**src/rtl/aos_pkg.sv**
```systemverilog
package aos_pkg;

  typedef enum logic [1:0] {
    ST_HOLD = 2'd0,
    ST_INIT = 2'd1,
    ST_RUN  = 2'd2,
    ST_MUTE = 2'd3
  } aos_state_e;

  // final frame of the initialization window
  function automatic logic cnt_at_last(input logic [31:0] cnt, input int unsigned limit);
    return cnt == (limit - 1);
  endfunction

  // error flag is released only in the two operational states
  function automatic logic err_n_of(input aos_state_e st);
    return (st == ST_RUN) || (st == ST_MUTE);
  endfunction

  // outputs are silenced everywhere but unmuted operation
  function automatic logic hmute_of(input aos_state_e st);
    return st != ST_RUN;
  endfunction

  // datapath runs whenever no hold request is active
  function automatic logic dpen_of(input aos_state_e st);
    return st != ST_HOLD;
  endfunction

endpackage

```
**src/rtl/aos_fmt_watch.sv**
```systemverilog
module aos_fmt_watch #(
  parameter int W      = 3,
  parameter int STAGES = 2
) (
  input  logic         clk,
  input  logic         arst_n,
  input  logic [W-1:0] fmt_async,
  output logic         chg
);

  logic [STAGES-1:0][W-1:0] stg_q;
  logic [W-1:0]             ref_q;
  logic [STAGES:0]          prime_q;

  always_ff @(posedge clk or negedge arst_n) begin
    if (!arst_n) begin
      stg_q   <= '0;
      ref_q   <= '0;
      prime_q <= '0;
    end else begin
      stg_q[0] <= fmt_async;
      for (int i = 1; i < STAGES; i++) stg_q[i] <= stg_q[i-1];
      ref_q   <= stg_q[STAGES-1];
      prime_q <= {prime_q[STAGES-1:0], 1'b1};
    end
  end

  // compare only once the pipeline holds real pin values
  assign chg = prime_q[STAGES] && (stg_q[STAGES-1] != ref_q);

endmodule

```
**src/rtl/aos_frame_cnt.sv**
```systemverilog
module aos_frame_cnt #(
  parameter int INIT_FRAMES = 4224,
  localparam int CW = (INIT_FRAMES > 1) ? $clog2(INIT_FRAMES) : 1
) (
  input  logic          clk,
  input  logic          arst_n,
  input  logic          clr,
  input  logic          run,
  input  logic          frame_stb,
  output logic [CW-1:0] cnt,
  output logic          last
);
  import aos_pkg::*;

  assign last = run && frame_stb && cnt_at_last(32'(cnt), INIT_FRAMES);

  always_ff @(posedge clk or negedge arst_n) begin
    if (!arst_n)                cnt <= '0;
    else if (clr)               cnt <= '0;
    else if (run && frame_stb)  cnt <= last ? '0 : cnt + CW'(1);
  end


  cnt_range_chk: assert property (@(posedge clk) disable iff (!arst_n)
    32'(cnt) < INIT_FRAMES);

endmodule

```
**src/rtl/aos_ctrl_fsm.sv**
```systemverilog
module aos_ctrl_fsm (
  input  logic                clk,
  input  logic                arst_n,
  input  logic                hold,
  input  logic                fmt_chg,
  input  logic                mute,
  input  logic                init_last,
  output aos_pkg::aos_state_e state
);
  import aos_pkg::*;

  aos_state_e nxt;

  always_comb begin
    nxt = state;
    if (hold) nxt = ST_HOLD;
    else begin
      unique case (state)
        ST_HOLD: nxt = ST_INIT;
        ST_INIT: if (fmt_chg) nxt = ST_INIT;
                 else if (init_last) nxt = mute ? ST_MUTE : ST_RUN;
        ST_RUN:  if (fmt_chg) nxt = ST_INIT;
                 else if (mute) nxt = ST_MUTE;
        ST_MUTE: if (fmt_chg) nxt = ST_INIT;
                 else if (!mute) nxt = ST_RUN;
        default: nxt = ST_HOLD;
      endcase
    end
  end

  always_ff @(posedge clk or negedge arst_n) begin
    if (!arst_n) state <= ST_HOLD;
    else         state <= nxt;
  end


  mute_at_end_chk: assert property (@(posedge clk) disable iff (!arst_n)
    (state == ST_INIT && init_last && mute && !hold && !fmt_chg) |=> state == ST_MUTE);

endmodule

```
**src/rtl/aud_out_seq.sv**
```systemverilog
module aud_out_seq #(
  parameter int INIT_FRAMES = 4224,
  parameter int FMT_W       = 3,
  parameter int FMT_SYNC    = 2,
  localparam int CW = (INIT_FRAMES > 1) ? $clog2(INIT_FRAMES) : 1
) (
  input  logic             clk,
  input  logic             arst_n,
  input  logic             pd_req,
  input  logic             rst_req,
  input  logic             mute_req,
  input  logic [FMT_W-1:0] fmt_sel,
  input  logic             frame_stb,
  output logic             err_n,
  output logic             hard_mute,
  output logic             dp_en
);
  import aos_pkg::*;

  aos_state_e    state;
  logic          hold_in;
  logic          fmt_chg;
  logic          in_init;
  logic          init_last;
  logic          cnt_clr;
  logic [CW-1:0] frame_cnt;

  assign hold_in = rst_req || pd_req;
  assign in_init = (state == ST_INIT);
  assign cnt_clr = !in_init || fmt_chg;

  aos_fmt_watch #(.W(FMT_W), .STAGES(FMT_SYNC)) u_fmt (
    .clk(clk), .arst_n(arst_n), .fmt_async(fmt_sel), .chg(fmt_chg)
  );

  aos_frame_cnt #(.INIT_FRAMES(INIT_FRAMES)) u_cnt (
    .clk(clk), .arst_n(arst_n), .clr(cnt_clr), .run(in_init),
    .frame_stb(frame_stb), .cnt(frame_cnt), .last(init_last)
  );

  aos_ctrl_fsm u_fsm (
    .clk(clk), .arst_n(arst_n), .hold(hold_in), .fmt_chg(fmt_chg),
    .mute(mute_req), .init_last(init_last), .state(state)
  );

  assign err_n     = err_n_of(state);
  assign hard_mute = hmute_of(state);
  assign dp_en     = dpen_of(state);


  hold_out_chk: assert property (@(posedge clk) disable iff (!arst_n)
    hold_in |=> (!err_n && hard_mute && !dp_en));


  op_entry_chk: assert property (@(posedge clk) disable iff (!arst_n)
    $rose(err_n) |-> $past(init_last));


  mute_enter_chk: assert property (@(posedge clk) disable iff (!arst_n)
    (err_n && !hard_mute && mute_req && !hold_in && !fmt_chg) |=> (err_n && hard_mute));


  fmt_restart_chk: assert property (@(posedge clk) disable iff (!arst_n)
    (fmt_chg && !hold_in && dp_en) |=> (!err_n && hard_mute && dp_en));


  cnt_idle_chk: assert property (@(posedge clk) disable iff (!arst_n)
    !in_init |=> frame_cnt == '0);

endmodule

```
**config.mk**
```make
export PLATFORM = sky130hd
export DESIGN_NAME = aud_out_seq
export DESIGN_NICKNAME = d
export VERILOG_FILES = /design/src/rtl/aos_pkg.sv /design/src/rtl/aos_fmt_watch.sv /design/src/rtl/aos_frame_cnt.sv /design/src/rtl/aos_ctrl_fsm.sv /design/src/rtl/aud_out_seq.sv
export SDC_FILE = /design/constraint.sdc
export NUM_CORES = 1
export LEC_CHECK = 0
export ABC_AREA = 0
export CAP_MARGIN = 30
export CELL_PAD_IN_SITES_DETAIL_PLACEMENT = 1
export CELL_PAD_IN_SITES_GLOBAL_PLACEMENT = 1
export CORE_MARGIN = 3
export CORE_UTILIZATION = 55
export CTS_BUF_LIST = sky130_fd_sc_hd__clkbuf_8
export DETAILED_ROUTE_END_ITERATION = 12
export DONT_BUFFER_PORTS = 1
export GPL_ROUTABILITY_DRIVEN = 0
export PLACE_DENSITY_LB_ADDON = 0.15
export SLEW_MARGIN = 20
export SYNTH_ARGS = -nofsm -noshare
export SYNTH_HDL_FRONTEND = slang
export SYNTH_SLANG_ARGS = --single-unit
```
**constraint.sdc**
```tcl
create_clock -name clk -period 5.4 [get_ports clk]
set_clock_uncertainty 0.1 [all_clocks]
set_input_delay 0.81 -clock clk [delete_from_list [all_inputs] [get_ports clk]]
set_output_delay 0.81 -clock clk [all_outputs]
set_load 0.03 [all_outputs]
```
======== Word-level counts from Yosys, hierarchy flattened ========
Index checks and enable logic that the tools add are counted.
storage, ports and cells
  output and inout port bits .............. 3
  RAM bits ................................ 0
  register bits after elaboration ......... 27
  word-level logic and storage cells ...... 39
  bits of input ports ..................... 9
  memory bits (read-only) ................. 0
  memories ................................ 0
  bits in latches ......................... 0
operators by class
  $add $sub $neg .......................... 1
  shifts and indexed selects .............. 0
  bitwise logic cells ..................... 0
  muxes and demuxes ....................... 12
  divide/modulo/power cells ............... 0
  $mul .................................... 0
  equality and inequality tests ........... 9
  magnitude comparators ................... 0
  reductions and logical operators ........ 11
operator list
  cell                   count
  $mux 13                3
  $mux 2                 7
  $add 13x1->13 const B  1
  $eq 13x13->1 const B   1
  $ne 4x4->1 const B     2
  $pmux 2 s4             1
  $eq 2x2->1 const B     2
  $ne 4x3->1 const B     1
  $reduce_bool 2->1      2
  $logic_and 1x1->1      3
  $logic_or 1x1->1       3
  $ne 3x3->1             1
  $reduce_and 3->1       1
  $eq 2x1->1 const B     1
  $logic_not 2->1        1
  $ne 2x2->1 const B     1
  $logic_not 1->1        1
  $mux 1                 1

======== Depth between registers and ports, before layout ========
  depth in word-level cells ............... 7
  mapped depth ............................ 5
  depth with buffers taken out ............ 5

======== Modules after synthesis ========
A second synthesis with hierarchy kept.
unflattened totals
  cells, all modules ...................... 103
  area, all modules ....................... 1,208.7 µm²
by module, submodules not included
  module         area an instance (µm²)  cells an instance  sequential area each (µm²)  times used
  aos_frame_cnt  755.7                   74                 325.3                       1
  aos_fmt_watch  339.1                   17                 300.3                       1
  aos_ctrl_fsm   72.6                    6                  50.0                        1
  aud_out_seq    41.3                    6                  0.0                         1

======== Worst setup path after synthesis ========
Ideal clock, no wire load.
  kind .................................... input-to-reg
  from .................................... input port frame_stb
  to ...................................... register u_fsm.state[0]
  path slack .............................. 3,163 ps
  setup time .............................. 119 ps
  arrival ................................. 2,019 ps
  path buffers ............................ 1
  cell stages on the path ................. 5
  required time ........................... 5,181 ps
  cell sequence ........................... buf_6 > nand3_4 > or4_4 > a221o_1 > o21a_1
between the ends
  word-level cells in the longest chain between the ends .. 4
ends and longest elaborated chain
  element                            line                 text
  start, declared                    aud_out_seq.sv:13    input logic frame_stb,
  $logic_and 1x1->1 (2 in a row)     aos_frame_cnt.sv:15  assign last = run && frame_stb && cnt_at_last(32'(cnt), INIT_FRAMES);
  $ne 4x3->1 (no source line)        n/a
  $reduce_and 3->1 (no source line)  n/a
  end signal, assigned               aos_ctrl_fsm.sv:33   else state <= nxt;
  end, declared                      aos_ctrl_fsm.sv:8    output aos_pkg::aos_state_e state
No other way between the ends.
A chain may end at the register's enable or synchronous reset.

======== Worst setup path in the final report ========
  from .................................... register u_fsm.state[1]
  to ...................................... output port dp_en
between the ends
  word-level cells in the longest chain between the ends .. 1
ends and longest elaborated chain
  element            line               text
  $reduce_bool 2->1  aos_pkg.sv:27      return st != ST_HOLD;
  end, declared      aud_out_seq.sv:16  output logic dp_en
No other way between the ends.

==> metrics.log <==
INFO  metric maxSlewViolCount = 0
INFO  metric outcome = finished clean
INFO  metric fin_util = 0.6262
INFO  metric worst_skew_pair.late_latency = 280 ps
INFO  metric die-height = 52.76 um
INFO  metric final-hold-violation-count = 0
INFO  metric antenna_left = 0
INFO  metric crit_path_start_kind = flip-flop
INFO  metric grt_pass1_wl = 4181 um
INFO  metric worst_slack = 3202 ps
INFO  metric fin_setup_tns = 0 ps
INFO  metric fin_worst_hold_slack = 114.0 ps
INFO  metric count_of_tritonroute_iterations_in_the_first_routing_pass = 4
INFO  metric async_flop_share = 1.000
INFO  metric clockRootBuffer = clkbuf_8
INFO  metric ys_warn_count = 0
INFO  metric criticalPathCategory = reg2out
INFO  metric timing.final.crit_period = 2198 ps
INFO  metric num-nets-final = 120
INFO  metric buffer_ports.inserted = 0
INFO  metric wl_per_cell = approximately 19 um
INFO  metric via_per_inst = 6.456
INFO  metric post_cts.repair.setup_buffers = 0
INFO  metric fraction_of_layout_cells_with_a_size_suffix_above_1 = 0.06422
INFO  metric timing.fmax = ~450 MHz
INFO  metric crit_path_max_fanout = 7
INFO  metric timing.rr.start = u_cnt.cnt[0]
INFO  metric cts_resized = 0
INFO  metric synth-edff-count = 0
INFO  metric total_inserted_antenna_cells = 0
INFO  metric clkSinkCount = 27
INFO  metric total_routed_length = ~2600 um
INFO  metric setup.reg_to_reg.worst_slack = 3280 ps
INFO  metric detailed_place_hpwl = 1792 um
INFO  metric number_of_global_route_vias_before_repair = about 910
INFO  metric worstReg2RegEnd = u_fsm.state[0]
INFO  metric drc_errors = 0
INFO  metric setup_viol = 0
INFO  metric initial_antenna_violation_count = 0
INFO  metric worstMarginPinSlew = 628.2 ps
INFO  metric synth.cell_area = 0.001202 mm^2
INFO  metric drt_iter0_drc = 27
INFO  metric fp.dieW = 52.76 um
INFO  metric critPathCaptureType = output port
INFO  metric preCtsSetupSlack = 3232 ps
INFO  metric ys_ff_latch = 27
INFO  metric grt_overflow = 0
INFO  metric clkTransAtPathRegs = 90 ps
INFO  metric fp.dieArea = ~0.0028 mm^2
INFO  metric syn_nets = 118
INFO  metric htree_levels = 1
INFO  metric max_cap_viol_count = 0
INFO  metric synth-main-ff-cell = dfrtp_1
INFO  metric power_leakage = 0.0004966 uW
INFO  metric most_used_cells_in_the_layout_excluding_fill_and_tap_cells = dfrtp_1 (27), a21oi_1 (9), nand3_1 (8)
INFO  metric gr-usage-all-layers = 0.2172
INFO  metric grt_start_max_net_pins = 28
INFO  metric most_common_library_cell_in_the_layout_ignoring_fill_and_taps = dfrtp_1
INFO  metric worst-r2r-cell-count = 5
INFO  metric cell_row_count = 16
INFO  metric cts_buffer_depth = 2
INFO  metric hp-class = in2async
INFO  metric unrepaired_setup_endpoints_after_global_routing = false
INFO  metric cts_buffers = 3
INFO  metric tritoncts_clock_tree = yes
INFO  metric slew-limit-headroom = 0.5757
INFO  metric final_min_period_over_clock_period = 0.4070
INFO  metric post_cts_hold_buffer_count = 0
INFO  metric core_area = 0.002022 mm^2
INFO  metric synth.distinct_cells = 34
INFO  metric peakVddDrop = 0.2685 mV
INFO  metric critical_path_required = between 4000 and 5000 ps
INFO  metric layout-area-overhead-vs-synth = 5.307%
INFO  metric ports = 12
INFO  metric power_per_cell_area = 269.7 mW/mm^2
INFO  metric initial_core_util = 0.5947
INFO  metric route.vias.total = 878
INFO  metric seq_area_frac_synth = 0.5619
INFO  metric syn_avg_cell_area = 11.13 um^2
INFO  metric worstPathArrival = 1290 ps
INFO  metric postSynthCellCount = approximately 110
[synth_stat cells, types with 2 or more instances]
cell,instances,area [um^2]
a21oi_1,9,45.04
a311oi_1,2,17.52
and2_1,2,12.51
and3_1,2,12.51
and4_1,2,17.52
clkbuf_1,2,7.510
dfrtp_1,27,675.7
nand2_1,7,26.28
nand2b_1,2,12.51
nand3_1,8,40.04
nand4_1,2,12.51
nor2_1,5,18.77
nor3b_1,2,15.01
o21ai_0,2,10.01
o31ai_1,5,37.54
or3_1,3,18.77
or4_1,5,37.54
xnor2_1,4,35.03
xor2_1,2,17.52
[through the flow]
| stage | instances | total power, uW | instance area (um^2) |
|---|---|---|---|
| 6_report | 136 | 341.5 | 1266 |
| 5_1_grt | 136 | 354.7 | 1266 |
| 4_1_cts | 136 | 344.2 | 1266 |
| 3_5_place_dp | 132 | 228.4 | 1217 |
| 3_3_place_gp | 132 | 227.2 | 1217 |
| 2_1_floorplan | 108 | 226.6 | 1202 |
[layout make-up]
| class | instances | area (um^2) |
|---|---|---|
| fill | 217 | 755.7 |
| multi-input combinational | 77 | 504.2 |
| sequential | 27 | 675.6 |
| clock buffer | 3 | 41.29 |
| clock inverter | 1 | 7.507 |
| inverter | 1 | 3.754 |
| tap | 27 | 33.78 |
[power by group]
| group | switching (uW) | total [uW] | internal (uW) |
|---|---|---|---|
| logic | 7.79 | 12.8 | 4.99 |
| clock network | 64.5 | 117 | 52.4 |
| registers | 4.14 | 212 | 208 |
[registers in the layout (all words and copies together) (netlist names)]
| register | cells |
|---|---|
| u_cnt.cnt | 13 |
| u_fsm.state | 2 |
| u_fmt.prime_q | 3 |
| u_fmt.ref_q | 3 |
| u_fmt.stg_q | 6 |
[critical path, stage by stage, from the launching register on]
cell and delay (ps):
dfrtp_1 630, nor2_1 140, inv_1 240
[worst max path at each step]
stage	from	endpoint	cells past startpoint	slack, ps
global placement	frame_stb	u_fsm.state[0]	4	3260
global route	u_fsm.state[1]	dp_en	2	3140
floorplan	frame_stb	u_fsm.state[0]	5	3160
finish	u_fsm.state[1]	dp_en	2	3200
detailed placement	frame_stb	u_fsm.state[0]	4	3230
CTS	u_fsm.state[1]	dp_en	2	3200
[routing by layer]
metal / global-route usage / share of wire / up-vias
met5: 0 / 0 / -
met4: 0.1404 / 0.023 / 0
met3: 0.03419 / 0.032 / 6
met2: 0.3843 / 0.52 / 25
met1: 0.2364 / 0.43 / 443
li1: - / - / 404
[kinds of logic after synthesis]
group                    Yosys count  synth area share
AND/OR/NAND/NOR                   47            0.2435
other                              1          0.003119
AO/OA/AOI/OAI                     22            0.1186
XOR/XNOR                           6           0.04370
adder cells (fa/ha/maj)            1           0.01040
flip-flops                        27            0.5619
buffers and inverters              4           0.01873
Note: power is estimated with default switching activity, not from simulation.
